--- config.mk ---
export PLATFORM = sky130hd
export DESIGN_NAME = acpi_sleep_ctl
export DESIGN_NICKNAME = d
export VERILOG_FILES = /design/src/rtl/acpi_sleep_pkg.sv /design/src/rtl/asc_regfile.sv /design/src/rtl/asc_sleep_seq.sv /design/src/rtl/asc_evt_route.sv /design/src/rtl/acpi_sleep_ctl.sv
export SDC_FILE = /design/constraint.sdc
export NUM_CORES = 1
export LEC_CHECK = 0
export BUFFER_PORTS_ARGS = -buffer_cell sky130_fd_sc_hd__buf_2
export CORE_MARGIN = 3
export CORE_UTILIZATION = 28
export CTS_BUF_LIST = sky130_fd_sc_hd__clkbuf_16
export DETAILED_ROUTE_END_ITERATION = 7
export PLACE_DENSITY = 0.71
export SLEW_MARGIN = 30
export SYNTH_ARGS = -nofsm -noshare
export SYNTH_HDL_FRONTEND = slang
export SYNTH_SLANG_ARGS = --single-unit
--- constraint.sdc ---
create_clock -name clk -period 2.1 [get_ports clk]
set_clock_uncertainty 0.2 [all_clocks]
set_input_delay 0 -clock clk [delete_from_list [all_inputs] [get_ports clk]]
set_output_delay 0 -clock clk [all_outputs]
set_load 0.01 [all_outputs]
--- src/rtl/acpi_sleep_pkg.sv ---
`timescale 1ns/1ps
package acpi_sleep_pkg;

   localparam int TYP_W      = 3;
   localparam int TYP_LO     = 10;
   localparam int SLP_GO_BIT = 13;
   localparam int REL_BIT    = 2;
   localparam int BMB_BIT    = 1;
   localparam int ROUTE_BIT  = 0;
   localparam int MIN_DATA_W = SLP_GO_BIT + 1;

   typedef struct packed {
      logic stpclk;
      logic s3;
      logic s4;
      logic s5;
   } slp_outs_t;

   localparam slp_outs_t OUTS_IDLE = '{stpclk: 1'b0, s3: 1'b0, s4: 1'b0, s5: 1'b0};

   // codes 010, 011, 100 carry no sleep state
   function automatic logic typ_is_valid(input logic [TYP_W-1:0] t);
      return !((t == 3'b010) || (t == 3'b011) || (t == 3'b100));
   endfunction

   function automatic slp_outs_t typ_to_outs(input logic [TYP_W-1:0] t);
      slp_outs_t o;
      o        = OUTS_IDLE;
      o.stpclk = (t == 3'b001);
      o.s3     = t[2] & (t[1] | t[0]);
      o.s4     = t[2] & t[1];
      o.s5     = &t;
      return o;
   endfunction

endpackage

--- src/rtl/asc_regfile.sv ---
`timescale 1ns/1ps
module asc_regfile #(
   parameter int DATA_W = 32
) (
   input  logic              clk,
   input  logic              rtc_rst_n,
   input  logic              plt_rst_n,
   input  logic              wr_hit,
   input  logic [DATA_W-1:0] wdata,
   output logic [DATA_W-1:0] rtc_word,
   output logic [DATA_W-1:0] plt_word
);
   import acpi_sleep_pkg::*;

   localparam logic [DATA_W-1:0] RTC_MASK = {{(DATA_W-TYP_W){1'b0}}, {TYP_W{1'b1}}} << TYP_LO;
   localparam logic [DATA_W-1:0] PLT_MASK = (DATA_W'(1) << BMB_BIT) | (DATA_W'(1) << ROUTE_BIT);

   logic [DATA_W-1:0] rtc_q;
   logic [DATA_W-1:0] plt_q;

   always_ff @(posedge clk or negedge rtc_rst_n) begin
      if (!rtc_rst_n)  rtc_q <= '0;
      else if (wr_hit) rtc_q <= wdata & RTC_MASK;
   end

   always_ff @(posedge clk or negedge plt_rst_n) begin
      if (!plt_rst_n)  plt_q <= '0;
      else if (wr_hit) plt_q <= wdata & PLT_MASK;
   end

   assign rtc_word = rtc_q;
   assign plt_word = plt_q;

endmodule

--- src/rtl/asc_sleep_seq.sv ---
`timescale 1ns/1ps
module asc_sleep_seq
   import acpi_sleep_pkg::*;
(
   input  logic             clk,
   input  logic             rtc_rst_n,
   input  logic             go,
   input  logic [TYP_W-1:0] req_typ,
   input  logic             wake,
   output slp_outs_t        outs
);

   slp_outs_t outs_q;
   slp_outs_t outs_d;

   always_comb begin
      outs_d = outs_q;
      if (wake)                               outs_d = OUTS_IDLE;
      else if (go && typ_is_valid(req_typ))   outs_d = typ_to_outs(req_typ);
   end

   always_ff @(posedge clk or negedge rtc_rst_n) begin
      if (!rtc_rst_n) outs_q <= OUTS_IDLE;
      else            outs_q <= outs_d;
   end

   assign outs = outs_q;

endmodule

--- src/rtl/asc_evt_route.sv ---
`timescale 1ns/1ps
module asc_evt_route #(
   parameter bit REG_OUT = 1'b0
) (
   input  logic clk,
   input  logic plt_rst_n,
   input  logic route_sci,
   input  logic bm_brk_en,
   input  logic pm_evt,
   input  logic bm_req,
   output logic sci_o,
   output logic smi_o,
   output logic c3_brk_o
);

   logic sci_d, smi_d, brk_d;

   assign sci_d = pm_evt &  route_sci;
   assign smi_d = pm_evt & ~route_sci;
   assign brk_d = bm_req &  bm_brk_en;

   generate
      if (REG_OUT) begin : g_reg
         logic sci_q, smi_q, brk_q;
         always_ff @(posedge clk or negedge plt_rst_n) begin
            if (!plt_rst_n) begin
               sci_q <= 1'b0;
               smi_q <= 1'b0;
               brk_q <= 1'b0;
            end else begin
               sci_q <= sci_d;
               smi_q <= smi_d;
               brk_q <= brk_d;
            end
         end
         assign sci_o    = sci_q;
         assign smi_o    = smi_q;
         assign c3_brk_o = brk_q;
      end else begin : g_comb
         logic unused_clk;
         assign unused_clk = clk ^ plt_rst_n;
         assign sci_o      = sci_d;
         assign smi_o      = smi_d;
         assign c3_brk_o   = brk_d;
      end
   endgenerate

endmodule

--- src/rtl/acpi_sleep_ctl.sv ---
`timescale 1ns/1ps
module acpi_sleep_ctl #(
   parameter int              ADDR_W    = 8,
   parameter int              DATA_W    = 32,
   parameter logic [ADDR_W-1:0] CTL_OFS = 8'h04,
   parameter bit              REG_ROUTE = 1'b0
) (
   input  logic              clk,
   input  logic              rtc_rst_n,
   input  logic              plt_rst_n,
   input  logic [ADDR_W-1:0] io_addr,
   input  logic [DATA_W-1:0] io_wdata,
   input  logic              io_we,
   output logic [DATA_W-1:0] io_rdata,
   input  logic              wake,
   input  logic              pm_evt,
   input  logic              bm_req,
   output logic              stpclk_o,
   output logic              slp_s3_o,
   output logic              slp_s4_o,
   output logic              slp_s5_o,
   output logic              fw_rel_o,
   output logic              sci_o,
   output logic              smi_o,
   output logic              c3_brk_o
);
   import acpi_sleep_pkg::*;

   generate
      if (DATA_W < MIN_DATA_W) begin : g_bad_w
         $error("acpi_sleep_ctl: DATA_W too small for the control fields");
      end
      if (ADDR_W < 3) begin : g_bad_a
         $error("acpi_sleep_ctl: ADDR_W cannot hold the control offset");
      end
   endgenerate

   logic              addr_hit;
   logic              wr_hit;
   logic [DATA_W-1:0] rtc_word;
   logic [DATA_W-1:0] plt_word;
   slp_outs_t         outs;

   assign addr_hit = (io_addr == CTL_OFS);
   assign wr_hit   = io_we & addr_hit;

   asc_regfile #(.DATA_W(DATA_W)) u_regs (
      .clk      (clk),
      .rtc_rst_n(rtc_rst_n),
      .plt_rst_n(plt_rst_n),
      .wr_hit   (wr_hit),
      .wdata    (io_wdata),
      .rtc_word (rtc_word),
      .plt_word (plt_word)
   );

   asc_sleep_seq u_seq (
      .clk      (clk),
      .rtc_rst_n(rtc_rst_n),
      .go       (wr_hit & io_wdata[SLP_GO_BIT]),
      .req_typ  (io_wdata[TYP_LO +: TYP_W]),
      .wake     (wake),
      .outs     (outs)
   );

   asc_evt_route #(.REG_OUT(REG_ROUTE)) u_route (
      .clk      (clk),
      .plt_rst_n(plt_rst_n),
      .route_sci(plt_word[ROUTE_BIT]),
      .bm_brk_en(plt_word[BMB_BIT]),
      .pm_evt   (pm_evt),
      .bm_req   (bm_req),
      .sci_o    (sci_o),
      .smi_o    (smi_o),
      .c3_brk_o (c3_brk_o)
   );

   assign io_rdata = addr_hit ? (rtc_word | plt_word) : '0;
   assign fw_rel_o = wr_hit & io_wdata[REL_BIT];
   assign stpclk_o = outs.stpclk;
   assign slp_s3_o = outs.s3;
   assign slp_s4_o = outs.s4;
   assign slp_s5_o = outs.s5;

endmodule

; ---- Word level (Yosys, flattened, before mapping)
; Index checks and enable logic that the tools add are counted.
[classes]
n_reduce_logical = 6
eq_ne = 5
n_bitwise = 11
mux = 3
[ops]
columns = op, n
row1 = $mux W13, 1
row2 = $or A13 B2 Y13, 1
row3 = $and A1 B1 Y1, 8
row4 = $eq A8 B3 Y1 const B, 1
row5 = $mux W4, 2
row6 = $eq A3 B2 Y1 const B, 2
row7 = $eq A3 B1 Y1 const B, 1
row8 = $eq A3 B3 Y1 const B, 1
row9 = $reduce_and A3 Y1, 1
row10 = $logic_or A1 B1 Y1, 2
row11 = $reduce_bool A2 Y1, 1
row12 = $logic_and A1 B1 Y1, 1
row13 = $logic_not A1 Y1, 1
row14 = $not A1 Y1, 1
row15 = $or A1 B1 Y1, 1
[word_totals]
ff_bits = 9
inputBits = 47
output_inout_bits = 40
wordCells = 31

; ---- Longest topological paths before layout
[logic_depth]
ltp_word = 7
mapped_depth = 4
depth_no_buf = 4

; ---- By module
; From an unflattened synthesis, not the netlist that was laid out.
[hier_totals]
cells_unflattened = 178
hier_area_um2 = 1450.1
[by_module_without_submodules]
columns = mod, area_per_inst_um2, n_inst, seq_area_each_um2, cells_each
row1 = asc_regfile, 628.1, 1, 125.1, 70
row2 = acpi_sleep_ctl, 574.3, 1, 0.0, 80
row3 = asc_sleep_seq, 225.2, 1, 100.1, 25
row4 = asc_evt_route, 22.5, 1, 0.0, 3

; ---- Worst setup path before layout
; No wires, ideal clock.
[synth_path]
path_type = input port to flip-flop
start = in io_addr[1]
end = reg u_seq.outs_q, in the netlist u_seq.outs[1]
required_ps = 1779
setup_slack_ps = 892
arrival_time_ps = 887
n_path_buf = 0
stages = 4
cell_sequence = nor4b_4 -> and2_1 -> a31oi_2 -> a22o_1
[synth_via]
elab_chain_len = 5
[synth_lines]
columns = item, line
row1 = start: declaration, acpi_sleep_ctl.sv:11  ; input logic [ADDR_W-1:0] io_addr,
row2 = $eq A8 B3 Y1, acpi_sleep_ctl.sv:44  ; assign addr_hit = (io_addr == CTL_OFS);
row3 = $and A1 B1 Y1, acpi_sleep_ctl.sv:45  ; assign wr_hit = io_we & addr_hit;
row4 = $and A1 B1 Y1, acpi_sleep_ctl.sv:60  ; .go (wr_hit & io_wdata[SLP_GO_BIT]),
row5 = $logic_and A1 B1 Y1, asc_sleep_seq.sv:19  ; else if (go && typ_is_valid(req_typ)) outs_d = typ_to_outs(req_typ);
row6 = $reduce_bool A2 Y1 (no source line), --
row7 = end signal: assignment, asc_sleep_seq.sv:24  ; else outs_q <= outs_d;
row8 = end: declaration, asc_sleep_seq.sv:13  ; slp_outs_t outs_q;
; Every way passes these cells.
; A chain may end at the register's enable or synchronous reset.

; ---- Worst setup path in the final report
[layout_path]
start = in io_wdata[11]
end = reg u_seq.outs_q, in the netlist u_seq.outs[3]
[layout_via]
elab_chain_len = 6
[layout_lines]
columns = item, line
row1 = start: declaration, acpi_sleep_ctl.sv:12  ; input logic [DATA_W-1:0] io_wdata,
row2 = $eq A3 B2 Y1, acpi_sleep_pkg.sv:23  ; return !((t == 3'b010) || (t == 3'b011) || (t == 3'b100));
row3 = $logic_or A1 B1 Y1 (2 in a row), acpi_sleep_pkg.sv:23
row4 = $logic_not A1 Y1, acpi_sleep_pkg.sv:23
row5 = $logic_and A1 B1 Y1, asc_sleep_seq.sv:19
row6 = $reduce_bool A2 Y1 (no source line), --
; Several ways; a longest one is shown, not always the timed one. The select of a mux whose other input is x is not followed.

==> metrics <==
area delta synth->final 40.73%; Die Y 56.56 µm; Post-CTS Setup Bufs 0; Pint 0.4673 mW; Fill cells 226; cell depth of the worst setup path 7; Worst Hold Path Cells 3; reg-to-reg endpoint u_seq.outs[3]; Comb power frac 15.0%; Largest stage delay, worst path 560 ps; initial core utilization 30.87%; post-route ant nets 0; DRC Markers 0; Clock Latency Late Sink 240 ps; predominant post-synthesis flop cell dfrtp_1; clock buffer count from CTS 3; Final setup viols 0; H-Tree Depth 1; die width 56.56 µm; GRT overflow 0; critical path capture point type flip-flop; CTS tree yes; clock root buffer clkbuf_16; Detailed Place HPWL 1317 µm; Pins Over Slew Limit 0; die area 3198 µm²; Layout Nets 166; Starting DRT DRC Count 7; HP Start io_we; number of flops mapped to enable cells by yosys 0; Routed Wire Length 1700 µm; CP Launch Type primary input; sequential share of the synthesized area 31.47%; Hold/Removal Path Class primary input to flip-flop; vias in the first global route 595; sw frac 22.76%; PortBufs 34; I/O pin count 87; status finished, final reports clean; setup TNS 0 ps; Min-Delay Endpoint u_regs.rtc_word[12]; Pwr Total 0.6050 mW; initial antenna violation count 0; Power per Cell Area 600.6 nW/µm²; Avg Inst Size Synth 10.22 µm²; clock sink count 9; fin crit share 94.75%; worst IR drop on VDD 0.5100 mV; Vias 608; Clk pwr share 55.0%; drt via density 4.164; min Tclk post-route 1990 ps; #FFs+latches synth 9; RSZ-0062 raised after global routing false; depth of the worst register-to-register path 3; family with the most delay on the worst path buffers and inverters; crit path DAT 1960 ps; pin count of the biggest net entering global routing 8; synth unique cells 23; Max-Cap Viols 0; sequential share of power 30.0%; flop2flop setup slack 710 ps; Worst path slowest cell dlygate4sd3_1; maximum clock path buffer count 2; Post-Synthesis Cells 70; Worst-path clk slew 40 ps; kind of critical path primary input to flip-flop; Final GP Congestion 0.7210; first-pass GRT wire length 2580 µm; share of cells above drive strength 1 41.53%; WP buf/inv 3; most common cell type on the critical path dlygate4sd3_1; Static Leakage 0.5758 nW; Mapped Area 715.7 µm²; GRT Overall Usage 10.92%; Pre-antenna DRT Iters 3; core box area 2318 µm²; CP max FO 7; row count 17; Achievable Freq 502.6 MHz; YS warnings 0; Synth async-reset ratio 100.0%; final hold vios 0; P_sw 0.1377 mW; r2r startpoint u_seq.outs[3]; drt wl/cell 11.64 µm; worst endpoint required time 2070 ps; Antenna Diode Count 0; critical-path cell list dlygate4sd3_1, buf_2, or3b_4, nand3_1, o21ai_0, a21oi_1, dlygate4sd3_1
## power groups by stage
stage	Clock [mW]	Combinational [mW]	Sequential, mW
finish	0.333	0.0907	0.181
global route	0.348	0.0995	0.182
CTS	0.340	0.0885	0.181
detailed placement	0	0.0743	0.184
global placement	0	0.0722	0.183
floorplan	0	0.0768	0.183
## through the flow
stage | cell area [µm²] | hold slack (ps) | std cells | util, % | worst slack (ps)
after CTS | 1005 | 41.52 | 146 | 43.34 | 40.55
after detailed placement | 815.8 | -413.9 | 131 | 35.19 | 617.2
final | 1007 | 52.30 | 146 | 43.44 | 110.3
after floorplan | 813.3 | -495.6 | 96 | - | 892.4
after global routing | 1007 | 71.15 | 146 | 43.44 | 51.84
after global placement | 815.8 | -414.0 | 131 | 35.19 | 651.0
## synth_stat cells (all sizes together), types with 2 or more instances
master	number	area (µm²)
dfrtp	9	225.2
and2	3	18.77
nand3	2	15.01
mux2	5	56.30
buf	27	202.7
a22o	2	17.52
and3	7	43.79
## cells in the final DEF (no fill, tap or decap)
cell,instances
nor2_2,1
o21ai_0,1
or2_2,1
and3_1,7
nor4_4,1
a22o_1,2
nor4b_4,1
a31oi_2,1
nor3b_1,1
and2_1,3
a21oi_1,1
nand3_1,1
nand4_1,1
nand2b_1,1
nand3b_1,1
or3b_4,1
mux2_2,5
dlygate4sd3_1,11
dfrtp_1,9
inv_1,1
nor2b_1,1
a32o_1,1
nand3_2,1
conb_1,27
clkbuf_16,3
buf_2,34
## how the worst max path moves through the flow
stage | end | from
after floorplan | u_seq.outs[1] | io_addr[1]
after global placement | u_seq.outs[1] | io_addr[5]
after detailed placement | u_seq.outs[2] | io_addr[1]
after CTS | u_seq.outs[3] | io_wdata[11]
after global routing | u_seq.outs[3] | io_wdata[11]
final | u_seq.outs[3] | io_wdata[11]
## routing by layer
| metal | GRT usage, % | share of wire (%) | wire [µm] | vias up |
|---|---|---|---|---|
| met3 | 3.908 | 9.6 | 164 | 5 |
| met4 | 6.102 | 2.2 | 37 | 0 |
| li1 | - | - | - | 286 |
| met2 | 20.13 | 55 | 940 | 33 |
| met1 | 10.21 | 33 | 558 | 284 |
| met5 | 0 | 0 | 0 | - |
## tightest hold or removal path, stage by stage
cell and delay, ps:
buf_2 120, nand3_2 160, mux2_2 180
## area by class of cell
cell class	instances	area (µm²)	area share, %
Clock buffer	3	75.07	7.453
Clock inverter	1	3.754	0.3727
Multi-Input combinational cell	60	387.9	38.51
Sequential cell	9	225.2	22.36
Tap cell	28	35.03	3.478
Timing Repair Buffer	45	280.3	27.83
## timing repair
action | CTS | global route
gates resized for setup | 0 | 1
hold buffers | 11 | 0
endpoints found under the hold margin | 18 | 0
setup endpoints to repair | 0 | 1
## flip-flops by register name (all words and copies together), names as in the netlist
register / flops
u_seq.outs: 4
u_regs.rtc_word: 3
u_regs.plt_word: 2
## kinds of logic after synthesis
kind of cell           synth area share [%]
buffers and inverters                 28.32
and+or+nand+nor                       24.83
DFF                                   31.47
AOI/OAI and AO/OA                     6.992
muxes                                 7.867
other                                0.5240
(Power assumes the default switching activity.)
